$ cat src/rtl/stk_pkg.sv
package stk_pkg;

    localparam int unsigned PTR_W  = 8;
    localparam int unsigned ADDR_W = 16;

    typedef enum logic [2:0] {
        OP_NONE  = 3'd0,
        OP_PUSH  = 3'd1,
        OP_PULL  = 3'd2,
        OP_LOADX = 3'd3,
        OP_CALL  = 3'd4,
        OP_RET   = 3'd5
    } op_e;

    typedef enum logic [1:0] {
        ST_IDLE    = 2'd0,
        ST_CALL_LO = 2'd1,
        ST_RET_HI  = 2'd2
    } seq_e;

    typedef enum logic [1:0] {
        WS_DATA = 2'd0,
        WS_HI   = 2'd1,
        WS_LO   = 2'd2
    } wsel_e;

    typedef struct packed {
        logic  inc;
        logic  dec;
        logic  load;
        logic  we;
        wsel_e wsel;
        logic  cap_pull;
        logic  cap_call_lo;
        logic  cap_ret_lo;
        logic  cap_ret_hi;
    } ctl_t;

    function automatic logic [ADDR_W-1:0] page_addr(input logic [ADDR_W-PTR_W-1:0] pg,
                                                    input logic [PTR_W-1:0] low);
        return {pg, low};
    endfunction

endpackage

$ cat src/rtl/stk_ptr.sv
module stk_ptr #(
    parameter int unsigned W   = 8,
    parameter logic [W-1:0] RST = '1
) (
    input  logic         clk,
    input  logic         rst,
    input  logic         inc,
    input  logic         dec,
    input  logic         load,
    input  logic [W-1:0] load_val,
    output logic [W-1:0] ptr
);
    always_ff @(posedge clk) begin
        if (rst)       ptr <= RST;
        else if (load) ptr <= load_val;
        else if (inc)  ptr <= ptr + W'(1);
        else if (dec)  ptr <= ptr - W'(1);
    end
endmodule

$ cat src/rtl/stk_seq.sv
module stk_seq
    import stk_pkg::*;
(
    input  logic       clk,
    input  logic       rst,
    input  logic       req_valid,
    input  logic [2:0] req_op,
    output ctl_t       ctl,
    output logic       busy
);
    seq_e state, state_nx;

    always_comb begin
        ctl      = '0;
        ctl.wsel = WS_DATA;
        state_nx = state;
        unique case (state)
            ST_CALL_LO: begin
                ctl.we   = 1'b1;
                ctl.wsel = WS_LO;
                ctl.dec  = 1'b1;
                state_nx = ST_IDLE;
            end
            ST_RET_HI: begin
                ctl.inc        = 1'b1;
                ctl.cap_ret_hi = 1'b1;
                state_nx       = ST_IDLE;
            end
            default: begin
                if (req_valid) begin
                    case (req_op)
                        OP_PUSH: begin
                            ctl.we  = 1'b1;
                            ctl.dec = 1'b1;
                        end
                        OP_PULL: begin
                            ctl.inc      = 1'b1;
                            ctl.cap_pull = 1'b1;
                        end
                        OP_LOADX: ctl.load = 1'b1;
                        OP_CALL: begin
                            ctl.we          = 1'b1;
                            ctl.wsel        = WS_HI;
                            ctl.dec         = 1'b1;
                            ctl.cap_call_lo = 1'b1;
                            state_nx        = ST_CALL_LO;
                        end
                        OP_RET: begin
                            ctl.inc        = 1'b1;
                            ctl.cap_ret_lo = 1'b1;
                            state_nx       = ST_RET_HI;
                        end
                        default: ;
                    endcase
                end
            end
        endcase
    end

    always_ff @(posedge clk) begin
        if (rst) state <= ST_IDLE;
        else     state <= state_nx;
    end

    assign busy = (state != ST_IDLE);
endmodule

$ cat src/rtl/stk_data.sv
module stk_data
    import stk_pkg::*;
#(
    parameter int unsigned DW = 8
) (
    input  logic          clk,
    input  logic          rst,
    input  ctl_t          ctl,
    input  logic [DW-1:0] req_data,
    input  logic [2*DW-1:0] req_addr,
    input  logic [DW-1:0] mem_rdata,
    output logic [DW-1:0] wdata,
    output logic [DW-1:0] pull_data,
    output logic          pull_valid,
    output logic [2*DW-1:0] ret_addr,
    output logic          ret_valid
);
    logic [DW-1:0] call_lo_q;
    logic [DW-1:0] ret_lo_q;

    always_comb begin
        unique case (ctl.wsel)
            WS_HI:   wdata = req_addr[2*DW-1:DW];
            WS_LO:   wdata = call_lo_q;
            default: wdata = req_data;
        endcase
    end

    always_ff @(posedge clk) begin
        if (rst) begin
            call_lo_q  <= '0;
            ret_lo_q   <= '0;
            pull_data  <= '0;
            pull_valid <= 1'b0;
            ret_addr   <= '0;
            ret_valid  <= 1'b0;
        end else begin
            pull_valid <= ctl.cap_pull;
            ret_valid  <= ctl.cap_ret_hi;
            if (ctl.cap_call_lo) call_lo_q <= req_addr[DW-1:0];
            if (ctl.cap_ret_lo)  ret_lo_q  <= mem_rdata;
            if (ctl.cap_pull)    pull_data <= mem_rdata;
            if (ctl.cap_ret_hi)  ret_addr  <= {mem_rdata, ret_lo_q};
        end
    end
endmodule

$ cat src/rtl/stack_unit.sv
module stack_unit
    import stk_pkg::*;
#(
    parameter logic [ADDR_W-PTR_W-1:0] PAGE    = 8'h01,
    parameter logic [PTR_W-1:0]        RST_PTR = 8'hFF
) (
    input  logic              clk,
    input  logic              rst,
    input  logic              req_valid,
    input  logic [2:0]        req_op,
    input  logic [PTR_W-1:0]  req_data,
    input  logic [ADDR_W-1:0] req_addr,
    input  logic [PTR_W-1:0]  x_in,
    output logic [ADDR_W-1:0] mem_addr,
    output logic [PTR_W-1:0]  mem_wdata,
    output logic              mem_we,
    input  logic [PTR_W-1:0]  mem_rdata,
    output logic [PTR_W-1:0]  pull_data,
    output logic              pull_valid,
    output logic [ADDR_W-1:0] ret_addr,
    output logic              ret_valid,
    output logic              busy,
    output logic [PTR_W-1:0]  sp
);
    ctl_t ctl;

    stk_seq u_seq (
        .clk(clk), .rst(rst), .req_valid(req_valid), .req_op(req_op),
        .ctl(ctl), .busy(busy)
    );

    stk_ptr #(.W(PTR_W), .RST(RST_PTR)) u_ptr (
        .clk(clk), .rst(rst), .inc(ctl.inc), .dec(ctl.dec),
        .load(ctl.load), .load_val(x_in), .ptr(sp)
    );

    stk_data #(.DW(PTR_W)) u_data (
        .clk(clk), .rst(rst), .ctl(ctl), .req_data(req_data),
        .req_addr(req_addr), .mem_rdata(mem_rdata), .wdata(mem_wdata),
        .pull_data(pull_data), .pull_valid(pull_valid),
        .ret_addr(ret_addr), .ret_valid(ret_valid)
    );

    // writes land on the pointer, reads on the byte above it
    assign mem_we   = ctl.we;
    assign mem_addr = page_addr(PAGE, ctl.we ? sp : sp + PTR_W'(1));
endmodule

$ cat config.mk
export PLATFORM = sky130hd
export DESIGN_NAME = stack_unit
export DESIGN_NICKNAME = d
export VERILOG_FILES = /design/src/rtl/stk_pkg.sv /design/src/rtl/stk_ptr.sv /design/src/rtl/stk_seq.sv /design/src/rtl/stk_data.sv /design/src/rtl/stack_unit.sv
export SDC_FILE = /design/constraint.sdc
export NUM_CORES = 1
export LEC_CHECK = 0
export ABC_AREA = 1
export BUFFER_PORTS_ARGS = -buffer_cell sky130_fd_sc_hd__clkbuf_2
export CORE_MARGIN = 5
export CORE_UTILIZATION = 42
export CTS_CLUSTER_DIAMETER = 150
export DETAILED_ROUTE_END_ITERATION = 12
export HOLD_SLACK_MARGIN = 0.02
export PLACE_DENSITY = 0.81
export SETUP_SLACK_MARGIN = 0.1
export SYNTH_ARGS = -nofsm -noshare
export SYNTH_HDL_FRONTEND = slang
export SYNTH_HIERARCHICAL = 1
export SYNTH_SLANG_ARGS = --single-unit
export TNS_END_PERCENT = 1
$ cat constraint.sdc
create_clock -name clk -period 2 [get_ports clk]
set_input_delay 0.2 -clock clk [delete_from_list [all_inputs] [get_ports clk]]
set_output_delay 0.2 -clock clk [all_outputs]
set_load 0.05 [all_outputs]
# After elaboration in Yosys (flattened, before gate mapping)
# Cells that the tools add are included.
# word_totals
n_memories,0
latchBits,0
inputBits,46
mem_bits_rw,0
rom_bits,0
ff_bits,52
# op_classes
shift,0
n_bitwise,0
n_mux,20
div_mod_pow,0
addsub,2
reduce_logical,8
multipliers,0
n_eq_ne,9
n_lt_le_gt_ge,0
# op_table
operator,n
8-bit two-way mux,4
8-bit one-hot mux with 2 select lines,1
1-bit two-way mux,9
9-bit two-way mux,1
8-bit by 1-bit adder with 8-bit output (second input constant),1
8-bit by 1-bit subtractor with 8-bit output (second input constant),1
3-bit by 2-bit == test with 1-bit output (second input constant),2
3-bit == test (second input constant),2
3-bit one-hot mux with 2 select lines,1
2-bit OR reduction,3
2-bit by 1-bit == test with 1-bit output (second input constant),2
2-bit == test (second input constant),2
1-bit one-hot mux with 2 select lines,2
2-bit one-hot mux with 2 select lines,1
2-bit nonzero test,2
3-bit by 1-bit == test with 1-bit output (second input constant),1
3-bit two-way mux,1
3-bit nonzero test,1
3-bit OR reduction,1
2-bit AND reduction,1

# Longest topological paths before layout
# Gate-level depths: netlist of the first run.
# logic_depth
ltp_word,8
ltp_mapped,14
ltp_nobuf,14

# Hierarchy
# Netlist of the first run, hierarchy kept.
# by_module_without_submodules
mod,cells_per_inst,seq_area_each_um2,instances,area_each_um2
stk_data,231,840.8,1,1640.3
stk_ptr,104,160.2,1,693.2
stack_unit,52,0.0,1,269.0
stk_seq,49,40.0,1,261.5

# Worst setup path before layout of the first run
# Ideal clock, no wire load.
# synth_timing
path_kind,reg2out
start,register u_seq.state[0]
end,output mem_wdata[0]
slack_ns,-0.422
stages_incl_launch_ff,11
t_arrival_ns,2.222
cell_sequence,dfxtp_1 inv_1 ha_1 nor2_1 buf_4 inv_1 ha_1 buf_2 inv_1 nand2_1 nand2_1
# synth_lines
element,line_no,rtl
"start, declared",stk_seq.sv:11,"seq_e state, state_nx;"
"start signal, assigned",stk_seq.sv:62,else state <= state_nx;
"end, declared",stack_unit.sv:15,"output logic [PTR_W-1:0] mem_wdata,"

# Worst setup path in the final report of the first run
# layout_timing
start,register u_seq.state[1]
end,output mem_wdata[0]
# layout_via
elab_chain_cells,4
elab_cells_between_ends,6
cone_classes,eq/ne (4); mux (2)
# layout_rtl
element,line_no,rtl
2-bit == test / 2-bit by 1-bit == test with 1-bit output (equally long branches),stk_seq.sv:17,unique case (state)
3-bit one-hot mux with 2 select lines *,stk_seq.sv:17,
2-bit == test / 2-bit by 1-bit == test with 1-bit output (equally long branches),stk_data.sv:22,unique case (ctl.wsel)
8-bit one-hot mux with 2 select lines *,stk_data.sv:22,
# Mark *: on every way between the ends. The rest lies on a longest branch, timed or not.

==> out/results.txt, run 1 <==
Status -> complete, but fails checks
Violated checks -> setup timing
CTS H-tree depth -> 2
Final Hold Vio Count -> 0
Detailed-route via count -> 3081
Gr ovfl total -> 0
Reg-to-reg endpoint -> u_ptr/ptr[6]$_SDFFE_PP1P_
Fin nets -> 604
Crit-path max cell delay -> 0.34 ns
WL final -> 8110 um
CP arrival -> 1.89 ns
Startpoint types -> register
First-pass GRT wire length -> 13300 um
Mean area per synthesized cell -> 6.57 um2
Netlist cell types -> 31
#FFs+latches synth -> 52
Wire per inst -> 12.9 um
Die area -> 8570 um2
PwrDens -> 806 nW/um2
Vias in the first global route -> 2902
Pleak -> 2.19 nW
Clk slew on worst S/H paths -> 0.10 ns
Worst setup EP type -> primary output
Top Ports -> 106
Diodes inserted -> 0
Clock Sinks -> 52
YS warnings -> 6
Crit Path Class -> reg2out
Most frequent cells in the layout -> nor2_1, nand2_1, clkbuf_2, dfxtp_1, o21ai_0
Setup Skew -> 0.00669 ns
WHS Endpoint -> u_data/call_lo_q[1]$_SDFFE_PP0P_
Largest net degree at the start of global routing -> 41
Clk_lat worst skew -> 0.30 ns
Row cnt -> 30
Vias per inst -> 4.92
DRT iter0 DRCs -> 142
Initial antenna violation count -> 0
GP Congestion -> 0.817
Post-Synthesis Cells -> 436
I/O Buffers -> 97
Hold Worst Slack -> 0.120 ns
Slew Limit Fails -> 0
Final setup margin -> -0.0871 ns
Slowest cell on the critical path -> dfxtp_2
Die H -> 92.6 um
Crit-path cells -> inv_2 > ha_4 > nor2_4 > buf_6 > ha_4 > nand2_1 > nand2_1 > nand2_1 > nand2_4 > clkbuf_16
Yosys top cell by area -> dfxtp_1
Worst Path Max Fanout -> 10
Max VDD drop -> 395 uV
Area delta synth->final -> 43.6%
R2R cell count -> 13
All-Layer GR Usage -> 19.0%
Fmax -> 479 MHz
HP Start -> req_addr[1]
CTS buffer count -> 5
Post-detailed-route DRC marker count -> 0
CTS root buf -> clkbuf_8
Hold WC Path Type -> in2reg
Share of cells above drive strength 1 -> 35.3%
Die width -> 92.6 um
Cts hold-fix bufs -> 0
Hold path depth -> 3
Top post-synthesis cells by area -> dfxtp_1, nand2_1, nor2_1
Synthesized area -> 2860 um2
Router iterations before antenna repair -> 4
Starting density of the core -> 42.6%
DPL Wire Length -> 5770 um
Most common cell after layout, fill and taps aside -> nor2_1
Max_cap viols -> 0
Worst endpoint required time -> 1.80 ns
Post-DRT Antenna Nets -> 0
Count of final setup violators -> 13
RR Startpoint -> u_seq/state[1]$_SDFFE_PP0P_
Crit-path most repeated cell -> nand2_1
Final period util -> 104%
Final Critical Period -> 2.09 ns
RSZ-0062 raised after global routing -> yes
CTS tree -> yes
Sequential area share after synthesis -> 36.3%
Fin util -> 61.2%
Synth top area share -> 36.3%
Core Area -> 6720 um2
Fill count -> 603
CTS Buffer Depth -> 2
Slack of the worst reg-to-reg path -> -0.04 ns
[routing by layer]
metal	wire (um)	share of wire [%]	global-route usage, %	vias up
li1	-	-	-	1564
met1	3390	42	22.3	1408
met2	4200	52	35.1	96
met3	382	4.7	3.25	13
met4	136	1.7	5.45	0
met5	0	0	0	-
[worst max-delay path, delay by kind of cell, from the launching register on]
family,cells,cell delay [ns]
fa+ha+maj,2,0.46
simple gates,5,0.42
buf+inv,3,0.37
flops,1,0.34
[repair_timing]
action | CTS | global route
resized for setup | 65 | 25
setup endpoints to repair | 24 | 24
pin swaps | 8 | 10
buffers inserted | 3 | 0
[layout make-up]
cell class | instances | area (um2) | share of cell area [%]
sequential | 52 | 1040 | 25.4
clock buffer | 6 | 82.6 | 2.01
clock inverter | 2 | 17.5 | 0.426
timing repair buffer | 116 | 882 | 21.5
multi-input combinational | 325 | 1800 | 43.8
inverter | 45 | 184 | 4.47
tap | 80 | 100 | 2.43
[power by group]
part           switching, mW  leakage, nW  internal [mW]
Combinational          0.940         1.71          0.559
Clock                  0.359       0.0522          0.290
Sequential            0.0690        0.425           1.10
[Yosys cell counts (all sizes together)]
master,instances
a21o,3
a21oi,8
buf,19
clkbuf,1
conb,2
dfxtp,52
fa,1
ha,12
inv,45
nand2,113
nand3,22
nand3b,2
nand4,1
nor2,102
nor3,1
o211ai,2
o21ai,44
o221ai,1
or2,3
xnor2,2
[worst max-delay path by stage]
stage / start / end / cells after the start
after floorplan: u_seq/state[0]$_SDFFE_PP0P_ / u_ptr/ptr[1]$_SDFFE_PP1P_ / 10
after global placement: u_seq/state[1]$_SDFFE_PP0P_ / mem_wdata[2] / 9
after detailed placement: u_seq/state[1]$_SDFFE_PP0P_ / mem_wdata[2] / 9
after CTS: u_seq/state[1]$_SDFFE_PP0P_ / mem_addr[7] / 12
after global routing: u_seq/state[1]$_SDFFE_PP0P_ / mem_wdata[5] / 10
final: u_seq/state[1]$_SDFFE_PP0P_ / mem_wdata[0] / 10
[metrics by stage]
step           TNS (ns)  setup slack (ns)  instance area (um2)  cells  power, mW
6_report         -0.619           -0.0871                 4110    626       3.32
5_1_grt           -2.71            -0.185                 4110    626       3.51
4_1_cts          -0.493           -0.0563                 4040    626       3.26
3_5_place_dp     -0.252           -0.0417                 3610    615       2.43
3_3_place_gp          0            0.0130                 3610    615       2.40
2_1_floorplan         0            0.0545                 3040    442       2.14
[flip-flops by register name, indices dropped and copies added, names as in the netlist]
name	count
u_data/ret_addr	16
u_data/call_lo_q	8
u_data/pull_data	8
u_data/ret_lo_q	8
u_ptr/ptr	8
u_seq/state	2
u_data/pull_valid	1
u_data/ret_valid	1
[logic make-up after synthesis]
group	after synthesis	share of synthesized area, %
xor gates and xnor gates	2	0.612
other	2	0.262
DFF	52	36.3
AOI/OAI and AO/OA	58	11.1
and+or+nand+nor	244	35.1
adders and majority gates	13	5.94
buffers and inverters	65	10.7
No activity file was read; power rests on OpenSTA's default activity.
==> run 2, diff against run 1 <==
Settings changed: PLACE_DENSITY 0.81 to 0.82, SYNTH_HIERARCHICAL 1 to unset.
==> run 2 against run 1 <==
The flow still finishes with violations (setup timing). Utilization increased by 3.5 points. Worst hold slack worse by 0.047 ns. Sequential power decreased by 4%. Via count is 4.2% lower. Critical path depth rose by 1. Wire length increased by 0.91%. First-iteration DRC count is 29% higher. Power down 5.5%. Largest cell class unchanged. Largest power group unchanged. Highest routed layer unchanged.
==> out/results.txt, run 2 <==
All-Layer GR Usage -> 19.0% (+0.028 points)
Post-Synth Simple-Gate Area -> 29.6% (-5.4 points)
Ys async rst share -> 0% (unchanged)
Die width -> 91.0 um (-1.7%)
DRT iter0 DRCs -> 183 (+29%)
Max_cap viols -> 0 (unchanged)
Setup Skew -> 0.0128 ns (+0.00609 ns)
Synth top cells by count -> nand2_1, dfxtp_1, o21ai_0, inv_1, nor2_1
GP Congestion -> 0.877 (+7.3%)
Largest net degree at the start of global routing -> 33 (-20%)
Top Layer Used -> met4
CTS buffer count -> 5 (unchanged)
Netlist cell types -> 26 (-16%)
Post-synthesis compound-gate area fraction -> 15.7% (+4.6 points)
#FFs+latches synth -> 52 (unchanged)
Worst endpoint required time -> 1.80 ns (about the same)
Post-Synth Adder-Cell Area -> 3.18% (-2.8 points)
Slew Limit Fails -> 0 (unchanged)
Startpoint types -> register
CTS root buf -> clkbuf_8
WL final -> 8180 um (+0.91%)
R2R cell count -> 11 (-2)
Crit. Startpoint -> u_seq.state[1]$_SDFFE_PP0P_
Biggest register -> u_data.ret_addr
Top Ports -> 106 (unchanged)
Top post-synthesis cells by area -> dfxtp_1, nand2_1, o21ai_0
Initial antenna violation count -> 0 (unchanged)
Fin nets -> 575 (-4.8%)
Mean area per synthesized cell -> 6.69 um2 (+1.8%)
Largest family of logic cells by synthesized area -> simple AND/OR/NAND/NOR gates
Fill count -> 534 (-11%)
DPL Wire Length -> 5990 um (+3.7%)
Final Critical Period -> 2.23 ns (+0.138 ns)
Final Hold Vio Count -> 0 (unchanged)
Detailed-route via count -> 2951 (-4.2%)
WHS Endpoint -> u_data.pull_valid$_SDFF_PP0_
Final period util -> 111% (+6.9 points)
Die H -> 91.0 um (-1.7%)
Hold path depth -> 2 (-1)
Share of cells above drive strength 1 -> 38.6% (+3.3 points)
Max reg flops -> 16 (unchanged)
CTS Buffer Depth -> 2 (unchanged)
Met2 routed WL -> 4110 um (-2.1%)
Post-Synthesis Cells -> 412 (-5.5%)
Final setup margin -> -0.225 ns (-0.138 ns)
I/O Buffers -> 97 (unchanged)
Area delta synth->final -> 49.0%
Yosys top cell by area -> dfxtp_1
First-pass GRT wire length -> 13300 um (-0.11%)
Fmax -> 449 MHz (-6.2%)
Post-synthesis xor/xnor area fraction -> 1.59% (+0.98 points)
Post-detailed-route DRC marker count -> 0 (unchanged)
Clock Sinks -> 52 (unchanged)
CP arrival -> 2.03 ns (+0.14 ns)
Hold Worst Slack -> 0.0730 ns (-0.0471 ns)
PwrDens -> 763 nW/um2 (-5.4%)
YS warnings -> 0 (-6)
Die area -> 8280 um2 (-3.4%)
Met1 wire length -> 3530 um (+4.2%)
Count of final setup violators -> 15 (+2)
Worst Path Max Fanout -> 8 (-2)
Main synth FF type -> dfxtp_1
Status -> complete, but fails checks
Most common cell after layout, fill and taps aside -> nand2_1
RSZ-0062 raised after global routing -> yes
Worst slack at placement -> -0.104 ns (-0.0624 ns)
Clk slew on worst S/H paths -> 0.10 ns (about the same)
Slack of the worst reg-to-reg path -> 0.15 ns (+0.19 ns)
Router iterations before antenna repair -> 4 (unchanged)
Clk_lat worst skew -> 0.31 ns (about the same)
EDFF count, synth -> 0 (unchanged)
Row cnt -> 29 (-3.3%)
Post-DRT Antenna Nets -> 0 (unchanged)
Wire per inst -> 13.6 um (+5.3%)
Max VDD drop -> 809 uV (+100%)
Fraction of synthesized area in multiplexers -> 0% (unchanged)
Most frequent cells in the layout -> nand2_1, clkbuf_2, dfxtp_1, o21ai_0, inv_1
Synth top area share -> 37.8% (+1.4 points)
Synthesized area -> 2760 um2 (-3.8%)
Starting density of the core -> 43.4% (+0.78 points)
Pleak -> 2.00 nW (-8.6%)
Core Area -> 6350 um2 (-5.5%)
Violated checks -> setup timing
RR Startpoint -> u_seq.state[1]$_SDFFE_PP0P_
Area taken by multi-input logic gates -> 1730 um2 (-4.2%)
Worst setup EP type -> primary output
Hold WC Path Type -> in2reg
Metal3 WL -> 428 um (+12%)
Gr ovfl total -> 0 (unchanged)
CTS tree -> yes
Vias per inst -> 4.92 (about the same)
CTS H-tree depth -> 2 (unchanged)
HP Start -> rst
Sequential area share after synthesis -> 37.8% (+1.4 points)
Diodes inserted -> 0 (unchanged)
Register area -> 1040 um2 (unchanged)
Setup tns final -> -2.09 ns (-1.47 ns)
Cts hold-fix bufs -> 0 (unchanged)
Vias in the first global route -> 2945 (+1.5%)
Reg-to-reg endpoint -> u_ptr.ptr[3]$_SDFFE_PP1P_
Most numerous cell in the Yosys netlist -> nand2_1
Crit Path Class -> reg2out
run 2: cell count changes in the layout (fill, tap and decap cells not counted), sizes merged, moves of 7 or more:
cell	previous run	this run
nor2	102	46
a21oi	8	34
nand2	113	93
buf	27	40
nand3	22	33
clkbuf	95	86
o21ai	44	51
run 2: worst max-delay path by stage:
stage / to / slack (ns) / cells past startpoint
floorplan: mem_wdata[0] / -0.07 / 11
global placement: mem_wdata[7] / -0.03 / 10
detailed placement: mem_wdata[7] / -0.10 / 10
CTS: mem_wdata[0] / -0.21 / 11
global route: mem_wdata[2] / -0.30 / 11
finish: mem_wdata[2] / -0.23 / 11
run 2: area by class of cell:
type                       instances  share of cell area (%)
multi-input combinational        290                    42.0
sequential                        52                    25.4
timing repair buffer             121                    22.7
inverter                          52                    5.24
tap                               77                    2.35
clock buffer                       5                    1.68
clock inverter                     3                   0.609
run 2: metrics by stage:
stage / utilization [%] / area (um2) / power (mW) / std cells
after floorplan: - / 2950 / 1.97 / 418
after global placement: 58.5 / 3710 / 2.36 / 590
after detailed placement: 58.5 / 3710 / 2.38 / 590
after CTS: 63.4 / 4030 / 3.10 / 600
after global routing: 64.7 / 4110 / 3.30 / 600
final: 64.7 / 4110 / 3.13 / 600
run 2: cell families after synthesis:
group	count (synthesis)
AND/OR/NAND/NOR	184
AO/OA/AOI/OAI	86
buffers and inverters	76
flip-flops	52
adder cells (fa/ha/maj)	7
XOR/XNOR	5
other	2
run 2: power breakdown:
| group | switching (mW) | leakage (nW) | total, mW | internal (mW) |
|---|---|---|---|---|
| Clock | 0.362 | 0.0452 | 0.618 | 0.256 |
| Sequential | 0.0417 | 0.424 | 1.12 | 1.08 |
| Combinational | 0.862 | 1.53 | 1.39 | 0.533 |
| Total | 1.27 | 2.00 | 3.13 | 1.87 |
run 2: worst max-delay path, stage by stage (launching register included):
cell	delay, ns
dfxtp_2	0.35
inv_2	0.05
ha_4	0.27
nor2_4	0.04
nand3_4	0.09
clkinv_4	0.06
ha_4	0.30
buf_16	0.14
inv_12	0.04
nor2_2	0.16
a21oi_4	0.06
buf_12	0.15
run 2: layer usage:
layer	vias up	track usage (%)
met5	-	0
met4	0	4.77
met3	12	3.06
met2	88	34.5
met1	1334	23.3
li1	1517	-
run 2: what timing repair did:
item | CTS | global route
endpoints found under the setup margin | 17 | 25
cloned | 1 | 0
resized for setup | 46 | 24
buffers inserted | 1 | 0
pin swaps | 2 | 10
